[src/rtl/fpmm_pkg.sv]
package fpmm_pkg;
  localparam int SP_EXP = 8;
  localparam int SP_MAN = 23;
  localparam int HP_EXP = 5;
  localparam int HP_MAN = 10;
  localparam int HALF_BITS = 64;

  typedef enum logic {
    FPMM_MIN = 1'b0,
    FPMM_MAX = 1'b1
  } fpmm_op_e;
endpackage

[src/rtl/fpmm_rst_sync.sv]
module fpmm_rst_sync (
  input  logic clk,
  input  logic rst_n,
  output logic rst_q
);
  logic meta_q;

  always_ff @(posedge clk or negedge rst_n) begin
    if (!rst_n) begin
      meta_q <= 1'b0;
      rst_q  <= 1'b0;
    end else begin
      meta_q <= 1'b1;
      rst_q  <= meta_q;
    end
  end
endmodule

[src/rtl/fpmm_lane.sv]
module fpmm_lane #(
  parameter  int EW = 8,
  parameter  int MW = 23,
  localparam int W  = 1 + EW + MW
) (
  input  logic [W-1:0] a,
  input  logic [W-1:0] b,
  input  logic         sel_max,
  output logic [W-1:0] res,
  output logic         snan
);
  localparam logic [W-1:0] DNAN = {1'b0, {EW{1'b1}}, 1'b1, {(MW-1){1'b0}}};

  logic          a_nan, b_nan, a_sub, b_sub;
  logic [W-1:0]  fa, fb, ka, kb;
  logic          a_below, pick_a;

  always_comb begin
    a_nan = (&a[W-2:MW]) && (|a[MW-1:0]);
    b_nan = (&b[W-2:MW]) && (|b[MW-1:0]);
    a_sub = ~(|a[W-2:MW]) && (|a[MW-1:0]);
    b_sub = ~(|b[W-2:MW]) && (|b[MW-1:0]);
    // flush subnormals to a zero of the same sign
    fa = a_sub ? {a[W-1], {(W-1){1'b0}}} : a;
    fb = b_sub ? {b[W-1], {(W-1){1'b0}}} : b;
    // map sign-magnitude to a monotone unsigned key; -0 sorts just below +0
    ka = fa[W-1] ? ~fa : {1'b1, fa[W-2:0]};
    kb = fb[W-1] ? ~fb : {1'b1, fb[W-2:0]};
    a_below = ka < kb;
    pick_a  = sel_max ? !a_below : a_below;
    if (a_nan || b_nan) res = DNAN;
    else                res = pick_a ? fa : fb;
    snan = (a_nan && !a[MW-1]) || (b_nan && !b[MW-1]);
  end
endmodule

[src/rtl/fpmm_half.sv]
module fpmm_half
  import fpmm_pkg::*;
#(
  parameter  int HW    = HALF_BITS,
  localparam int SP_W  = 1 + SP_EXP + SP_MAN,
  localparam int HP_W  = 1 + HP_EXP + HP_MAN,
  localparam int SP_N  = HW / SP_W,
  localparam int HP_N  = HW / HP_W
) (
  input  logic [HW-1:0] a,
  input  logic [HW-1:0] b,
  input  logic          sel_half,
  input  logic          sel_max,
  output logic [HW-1:0] res,
  output logic          snan_any
);
  logic [HW-1:0]   res_sp, res_hp;
  logic [SP_N-1:0] sn_sp;
  logic [HP_N-1:0] sn_hp;

  for (genvar g = 0; g < SP_N; g++) begin : g_sp
    fpmm_lane #(.EW(SP_EXP), .MW(SP_MAN)) u_lane (
      .a       (a[g*SP_W +: SP_W]),
      .b       (b[g*SP_W +: SP_W]),
      .sel_max (sel_max),
      .res     (res_sp[g*SP_W +: SP_W]),
      .snan    (sn_sp[g])
    );
  end

  for (genvar g = 0; g < HP_N; g++) begin : g_hp
    fpmm_lane #(.EW(HP_EXP), .MW(HP_MAN)) u_lane (
      .a       (a[g*HP_W +: HP_W]),
      .b       (b[g*HP_W +: HP_W]),
      .sel_max (sel_max),
      .res     (res_hp[g*HP_W +: HP_W]),
      .snan    (sn_hp[g])
    );
  end

  always_comb begin
    res      = sel_half ? res_hp : res_sp;
    snan_any = sel_half ? (|sn_hp) : (|sn_sp);
  end
endmodule

[src/rtl/fpmm_top.sv]
module fpmm_top
  import fpmm_pkg::*;
#(
  parameter  int HW     = HALF_BITS,
  parameter  int HALVES = 2,
  localparam int VW     = HW * HALVES
) (
  input  logic          clk,
  input  logic          rst_n,
  input  logic          in_valid,
  input  logic          in_quad,
  input  logic          in_half,
  input  logic          in_max,
  input  logic [VW-1:0] opa,
  input  logic [VW-1:0] opb,
  output logic          out_valid,
  output logic [VW-1:0] out_result,
  output logic          out_invalid
);
  logic              rst_q;
  fpmm_op_e          op_sel;
  logic [VW-1:0]     half_res;
  logic [HALVES-1:0] half_sn;
  logic [VW-1:0]     res_nxt;
  logic              inv_nxt;
  logic              vld_q, inv_q;
  logic [VW-1:0]     res_q;

  fpmm_rst_sync u_rst (.clk(clk), .rst_n(rst_n), .rst_q(rst_q));

  assign op_sel = in_max ? FPMM_MAX : FPMM_MIN;

  for (genvar h = 0; h < HALVES; h++) begin : g_half
    fpmm_half #(.HW(HW)) u_half (
      .a        (opa[h*HW +: HW]),
      .b        (opb[h*HW +: HW]),
      .sel_half (in_half),
      .sel_max  (op_sel == FPMM_MAX),
      .res      (half_res[h*HW +: HW]),
      .snan_any (half_sn[h])
    );
  end

  // next-state: mask halves beyond the lowest one when not in quad mode
  always_comb begin
    res_nxt = '0;
    inv_nxt = 1'b0;
    for (int h = 0; h < HALVES; h++) begin
      if (h == 0 || in_quad) begin
        res_nxt[h*HW +: HW] = half_res[h*HW +: HW];
        inv_nxt = inv_nxt | half_sn[h];
      end
    end
  end

  always_ff @(posedge clk or negedge rst_q) begin
    if (!rst_q) begin
      vld_q <= 1'b0;
      res_q <= '0;
      inv_q <= 1'b0;
    end else begin
      vld_q <= in_valid;
      if (in_valid) begin
        res_q <= res_nxt;
        inv_q <= inv_nxt;
      end
    end
  end

  assign out_valid   = vld_q;
  assign out_result  = res_q;
  assign out_invalid = inv_q;

  assert_valid_follows_R10: assert property (@(posedge clk) disable iff (!rst_q)
    in_valid |=> out_valid);
  assert_valid_drops_R10: assert property (@(posedge clk) disable iff (!rst_q)
    !in_valid |=> (!out_valid && $stable(out_result) && $stable(out_invalid)));
  assert_upper_zero_R9: assert property (@(posedge clk) disable iff (!rst_q)
    (in_valid && !in_quad) |=> (out_result[VW-1:HW] == '0));
  assert_min_neg_zero_R4: assert property (@(posedge clk) disable iff (!rst_q)
    (in_valid && !in_half && !in_max && opa[31:0] == 32'h0 && opb[31:0] == 32'h8000_0000)
      |=> (out_result[31:0] == 32'h8000_0000));
  assert_dnan_sp_R6: assert property (@(posedge clk) disable iff (!rst_q)
    (in_valid && !in_half && (&opa[30:23]) && (|opa[22:0]))
      |=> (out_result[31:0] == 32'h7FC0_0000));
endmodule

[config.mk]
export PLATFORM = sky130hd
export DESIGN_NAME = fpmm_top
export DESIGN_NICKNAME = d
export VERILOG_FILES = /design/src/rtl/fpmm_pkg.sv /design/src/rtl/fpmm_rst_sync.sv /design/src/rtl/fpmm_lane.sv /design/src/rtl/fpmm_half.sv /design/src/rtl/fpmm_top.sv
export SDC_FILE = /design/constraint.sdc
export NUM_CORES = 1
export LEC_CHECK = 0
export CAP_MARGIN = 10
export CORE_MARGIN = 4
export CORE_UTILIZATION = 50
export DETAILED_ROUTE_END_ITERATION = 6
export PLACE_DENSITY = 0.8
export SLEW_MARGIN = 20
export SYNTH_ARGS = -nofsm -noshare
export SYNTH_HDL_FRONTEND = slang
export SYNTH_SLANG_ARGS = --single-unit
[constraint.sdc]
create_clock -name clk -period 5.1 [get_ports clk]
set_clock_uncertainty 0.05 [all_clocks]
set_input_delay 0.765 -clock clk [delete_from_list [all_inputs] [get_ports clk]]
set_output_delay 0.765 -clock clk [all_outputs]
set_load 0.02 [all_outputs]
==> results of run 1 <==
-- metrics by stage --
step                setup slack, ns  power (uW)
global placement             -0.657        5070
floorplan                  0.000281        3570
CTS                        0.000618        6760
global route                -0.0233        7240
finish                        0.135        6870
detailed placement           -0.787        5180
-- sequential cells by signal (all words and copies together), names as in the netlist --
name	count
out_result	128
out_invalid	1
out_valid	1
u_rst.meta_q	1
u_rst.rst_q	1
-- placed cells by master, fill, tap and decap left out, types with 12 or more instances in the layout --
cell type / count
a211oi_1: 22
nand2_1: 454
a21o_1: 35
clkdlybuf4s50_1: 376
nor2_1: 130
buf_4: 448
a31oi_1: 28
buf_12: 12
o31ai_1: 12
a311o_1: 17
dfrtp_1: 131
inv_1: 46
nand2b_1: 15
nor3_1: 60
o211ai_1: 23
o2111ai_1: 12
o22ai_1: 14
nor4_1: 27
nor2b_1: 32
mux2i_1: 89
xor2_1: 143
xnor2_1: 339
o221ai_1: 22
a21oi_1: 126
a221o_1: 43
or3_1: 16
nand3_1: 146
or4_1: 19
nand4_1: 49
clkbuf_16: 18
ha_1: 240
o21ai_0: 112
nor3b_1: 13
mux2_2: 18
and3_1: 35
and2_1: 12
-- kinds of logic after synthesis --
kind of cell	count (synthesis)
AOI/OAI and AO/OA	601
xor gates and xnor gates	490
adders and majority gates	240
buffers and inverters	247
DFF	132
muxes	107
other	1
and+or+nand+nor	1075
-- power breakdown --
group | switching (uW) | leakage (uW) | internal, uW
sequential | 154 | 0.00165 | 1230
combinational | 2080 | 0.0118 | 1890
clock | 574 | 0.000333 | 954
total | 2800 | 0.0138 | 4070
-- critical path, stage by stage --
cell and delay [ns]:
clkdlybuf4s50_1 0.42, or3_1 0.39, or3_1 0.38, or2_0 0.31, or2_4 0.31, buf_6 0.16
nand2_1 0.13, xor2_1 0.18, ha_1 0.27, a21o_1 0.16, a21oi_1 0.13, nor2b_1 0.07
o31ai_2 0.25, o211ai_1 0.25, nor2_4 0.22, xnor2_4 0.11, buf_4 0.20, buf_12 0.14
mux2i_1 0.12, a221o_1 0.32
-- repair_timing --
action,CTS,global route
hold buffers,0,0
resized for setup,44,47
setup endpoints to repair,39,100
gates cloned,1,2
pin swaps,26,28
endpoints found under the hold margin,0,0
buffers inserted,5,11
-- layout make-up --
class                           count  area, um^2
Multi-Input combinational cell   2514       18100
Fill cell                        3542       12700
Timing Repair Buffer              861        7610
Sequential cell                   132        3310
Tap cell                          585         732
Clock buffer                       20         467
Clock inverter                     12         223
Inverter                           51         191
Antenna cell                        5        12.5
-- metal layers --
layer / vias up / wire, um / global-route usage
li1: 11838 / - / -
met1: 12349 / 36400 / 0.453
met2: 1465 / 41700 / 0.603
met3: 316 / 8300 / 0.0804
met4: 4 / 4360 / 0.178
met5: - / 22 / 0
-- worst paths after layout --
check,start,end,slack [ns]
setup reg to reg,u_rst.rst_q,out_result[53],3.55
setup / recovery,opb[90],out_result[67],0.14
min in group clk,u_rst.meta_q,u_rst.rst_q,0.33
max in group asynchronous,u_rst.rst_q,out_result[53],3.55
hold / removal,u_rst.rst_q,out_result[29],0.27
hold reg to reg,u_rst.rst_q,out_result[29],0.27
==> impl_metrics.env, run 1 <==
export IMPL_cts_root_buffer="clkbuf_16"
export IMPL_ys_flop_type="dfrtp_1"
export IMPL_fmaxAchievable_ghz=0.201
export IMPL_crit_arrival_ns=5.31
export IMPL_synthCells=2893
export IMPL_netlist_area_um2=22100
export IMPL_dieWidth_um=218
export IMPL_grt_pass1_wl_um=140000
export IMPL_dp_hpwl_um=71200
export IMPL_die_y_um=218
export IMPL_htreeDepth=4
export IMPL_drt_pass1_iter_count=6
export IMPL_row_count=76
export IMPL_critPathKind="in -> reg"
export IMPL_reg2regPathDepth=1
export IMPL_synthAdderAreaFrac=0.136
export IMPL_clk_latency_ns=0.50
export IMPL_drv_slew=0
export IMPL_setup_violations=0
export IMPL_crit_path_end_kind="flop"
export IMPL_viasPerCell=6.21
export IMPL_finalWirelength_um=90800
export IMPL_finalCoreUtilization=0.706
export IMPL_drtAntennaViolNets=0
export IMPL_holdWs_ns=0.274
export IMPL_clkTransAtPathRegs_ns=0.07
export IMPL_p_leak_uw=0.0138
export IMPL_core_um2=43400
export IMPL_grtUsageTotal=0.366
export IMPL_worstMarginPinSlew_ns=1.05
export IMPL_num_io_pins=392
export IMPL_hold_violations=0
export IMPL_vdd_drop_max_v=0.000286
export IMPL_placed_cell_area_um2=29500
export IMPL_fin_crit_ns=4.96
export IMPL_synth_area_per_cell_um2=7.64
export IMPL_yosysTopAreaCellShare=0.149
export IMPL_synth_simple_area_share=0.231
export IMPL_clk_path_buf_depth=2
export IMPL_vias=25972
export IMPL_maxCapViolations=0
export IMPL_yosysUniqueCellTypes=86
export IMPL_worstPathRequired_ns=5.44
export IMPL_relSlewSlack=0.297
export IMPL_port_buffers=391
export IMPL_critPathLaunchType="input port"
export IMPL_synthXorXnorAreaFrac=0.197
export IMPL_fin_crit_sh=0.973
export IMPL_ys_top_cells_by_count="nand2_1 (458), xnor2_1 (342), ha_1 (240)"
export IMPL_fin_tns_setup_ns=0
export IMPL_final_cell_area_um2=30600
export IMPL_synth_seq_cells=132
export IMPL_cts_buffers=17
export IMPL_synth_top_area_cell="dfrtp_1"
export IMPL_nNetsFinal=4079
export IMPL_antenna_found_initial=6
export IMPL_synth_seq_area_share=0.149
export IMPL_yosysMostFrequentCell="nand2_1"
export IMPL_hp_class="reg -> async"
export IMPL_p_per_area_nw_per_um2=224
export IMPL_synth_top_family_by_area="simple AND/OR/NAND/NOR gates"
export IMPL_grt_max_degree=52
export IMPL_crit_path_max_fanout=14
export IMPL_drt_iter0_drc=2625
export IMPL_post_layout_nonfiller_instances=4180
export IMPL_die_area_um2=47600
export IMPL_gp_congestion=1.01
export IMPL_synth_compound_area_frac=0.191
export IMPL_cts_tree="done"
export IMPL_wl_per_cell_um=21.7
export IMPL_start_util=0.510
export IMPL_dp_cells=4125
export IMPL_grt_pass1_vias=26147
export IMPL_yosysWarningCount=0
export IMPL_status="finished, final reports clean"
export IMPL_grt_overflow=0
export IMPL_synth_area_top_cells="dfrtp_1 (15%), ha_1 (14%), xnor2_1 (14%)"
export IMPL_cts_sinks=132
export IMPL_remaining_drc_errors=0
export IMPL_muxShareOfSynthArea=0.0495
export IMPL_synth_edf_count=0
export IMPL_layout_drive_gt1_share=0.174
export IMPL_syn_to_final_growth_pct=38.6
export IMPL_synth_fp_nets=3395
export IMPL_async_reset_ff_frac=1.00
Note: power is estimated with default switching activity, not from simulation.
==> run 2: changes to the inputs <==
--- a/config.mk
+++ b/config.mk
@@ -6,9 +6,11 @@
 export NUM_CORES = 1
 export LEC_CHECK = 0
 export CAP_MARGIN = 10
+export CORE_ASPECT_RATIO = 2
 export CORE_MARGIN = 4
 export CORE_UTILIZATION = 50
 export DETAILED_ROUTE_END_ITERATION = 6
+export MAX_ROUTING_LAYER = met4
 export PLACE_DENSITY = 0.8
 export SLEW_MARGIN = 20
 export SYNTH_ARGS = -nofsm -noshare
==> run 2 against run 1 <==
- routed wire length rose by 14%
- clock-buffer cell count did not move
- die area rose by 0.43%
==> impl_metrics.env, run 2 (synthesis gave the netlist of run 1 again) <==
export IMPL_final_cell_area_um2=31600
export IMPL_row_count=108
export IMPL_remaining_drc_errors=0
export IMPL_dp_hpwl_um=81600
export IMPL_clk_path_buf_depth=2
export IMPL_num_io_pins=392
export IMPL_path_common_cell="or2_4"
export IMPL_worstMarginPinSlew_ns=1.05
export IMPL_vdd_drop_max_v=0.000272
export IMPL_layout_common_cells="buf_4 (520), nand2_1 (445), clkdlybuf4s50_1 (368), xnor2_1 (334), ha_1 (239)"
export IMPL_gp_congestion=1.05
export IMPL_crit_path_end_kind="flop"
export IMPL_grt_pass1_vias=28197
export IMPL_htreeDepth=4
export IMPL_fmaxAchievable_ghz=0.198
export IMPL_clkTransAtPathRegs_ns=0.07
export IMPL_fin_crit_sh=0.989
export IMPL_dieWidth_um=157
export IMPL_crit_arrival_ns=5.35
export IMPL_grtUsageTotal=0.429
export IMPL_cts_root_buffer="clkbuf_16"
export IMPL_p_per_area_nw_per_um2=221
export IMPL_mostFrequentLayoutCell="buf_4"
export IMPL_relSlewSlack=0.289
export IMPL_crit_path_max_fanout=8
export IMPL_crit_slowest_cell="or4_4"
export IMPL_die_y_um=305
export IMPL_fin_crit_ns=5.05
export IMPL_fin_ws_ns=0.0538
export IMPL_clk_latency_ns=0.47
export IMPL_hp_class="reg -> async"
export IMPL_port_buffers=391
export IMPL_cts_tree="done"
export IMPL_core_um2=43500
export IMPL_worstPathRequired_ns=5.40
export IMPL_crit_start="opa[74]"
export IMPL_drt_pass1_iter_count=6
export IMPL_die_area_um2=47800
export IMPL_grt_pass1_wl_um=155000
export IMPL_setup_violations=0
export IMPL_start_util=0.508
export IMPL_crit_buf_inv=4
export IMPL_cts_sinks=132
export IMPL_wl_per_cell_um=24.4
export IMPL_grt_overflow=0
export IMPL_critPathLaunchType="input port"
export IMPL_worstReg2RegStart="u_rst.rst_q"
export IMPL_antenna_found_initial=2
export IMPL_largest_reg_flops=128
export IMPL_reg2reg_slack_ns=3.60
export IMPL_maxCapViolations=0
export IMPL_cts_buffers=17
export IMPL_status="finished, final reports clean"
export IMPL_viasPerCell=6.37
export IMPL_crit_family="simple AND/OR/NAND/NOR gates"
export IMPL_grt_max_degree=75
export IMPL_layout_drive_gt1_share=0.205
export IMPL_placed_cell_area_um2=30000
export IMPL_critPathKind="in -> reg"
export IMPL_slowest_delay_ns=0.57
export IMPL_drtAntennaViolNets=0
export IMPL_syn_to_final_growth_pct=43.1
export IMPL_crit_path_cell_trace="clkdlybuf4s50_1 -> or4_4 -> or2_4 -> nor4_4 -> buf_4 -> or2_4 -> buf_6 -> nand2_1 -> xnor2_1 -> ha_1 -> or3_1 -> o211ai_1 -> nor2_1 -> o311a_4 -> nor2_4 -> xnor2_4 -> buf_12 -> mux2i_1 -> a221o_1"
export IMPL_p_leak_uw=0.0144
export IMPL_finalWirelength_um=103000
export IMPL_drt_iter0_drc=1976
export IMPL_hold_violations=0
export IMPL_nNetsFinal=4166
export IMPL_drv_slew=0
export IMPL_place_ws_ns=-0.905
export IMPL_vias=26954
## run 2: cell count changes in the layout (fill, tap and decap cells not counted), sizes merged, moves of 2 or more
cell,before,now
buf,479,565
clkdlybuf4s50,376,368
dlymetal6s2s,0,8
clkbuf,22,24
inv,53,51
clkinv,2,6
clkdlybuf4s15,4,2
bufinv,6,3
## run 2: worst paths after layout
path | to | cells past startpoint
setup / recovery | out_result[70] | 19
hold / removal | out_result[116] | 0
setup reg to reg | out_result[10] | 2
hold reg to reg | out_result[116] | 0
max in group asynchronous | out_result[10] | 2
min in group clk | u_rst.rst_q | 0
## run 2: cell type report
class / instances / area, um^2
Tap cell: 550 / 688
Clock inverter: 12 / 154
Fill cell: 3447 / 11900
Multi-Input combinational cell: 2514 / 18400
Timing Repair Buffer: 948 / 8400
Clock buffer: 20 / 457
Inverter: 51 / 191
Antenna cell: 4 / 10.0
Sequential cell: 132 / 3310
## run 2: metal layers
| metal | global-route usage | up-vias | wire length (um) |
|---|---|---|---|
| li1 | - | 11986 | - |
| met1 | 0.396 | 12713 | 32400 |
| met2 | 0.733 | 1582 | 51600 |
| met3 | 0.0743 | 673 | 7490 |
| met4 | 0.395 | 0 | 11700 |
| met5 | - | - | 0 |
## run 2: repair_timing
action / 4_1_cts / 5_1_grt
pin swaps: 41 / 55
resized for setup: 86 / 97
hold endpoints to repair: 0 / 0
hold buffers: 0 / 0
gates cloned: 2 / 3
setup buffers: 15 / 14
endpoints found under the setup margin: 91 / 125
## run 2: metrics by stage
stage	util	total power (uW)	setup TNS, ns	hold WS [ns]	cells
global placement	0.689	5220	-62.63	0.290	4161
floorplan	-	3570	0	0.281	2893
CTS	0.713	6820	-0.000115	0.339	4209
finish	0.727	7000	0	0.226	4231
global route	0.726	7340	-0.457	0.254	4229
detailed placement	0.689	5320	-75.98	0.316	4161
## run 2: report_power, final
group	leakage (uW)	switching, uW	internal, uW
logic	0.0125	2210	2010
clock network	0.000292	609	796
registers	0.00165	142	1230
total	0.0144	2960	4040
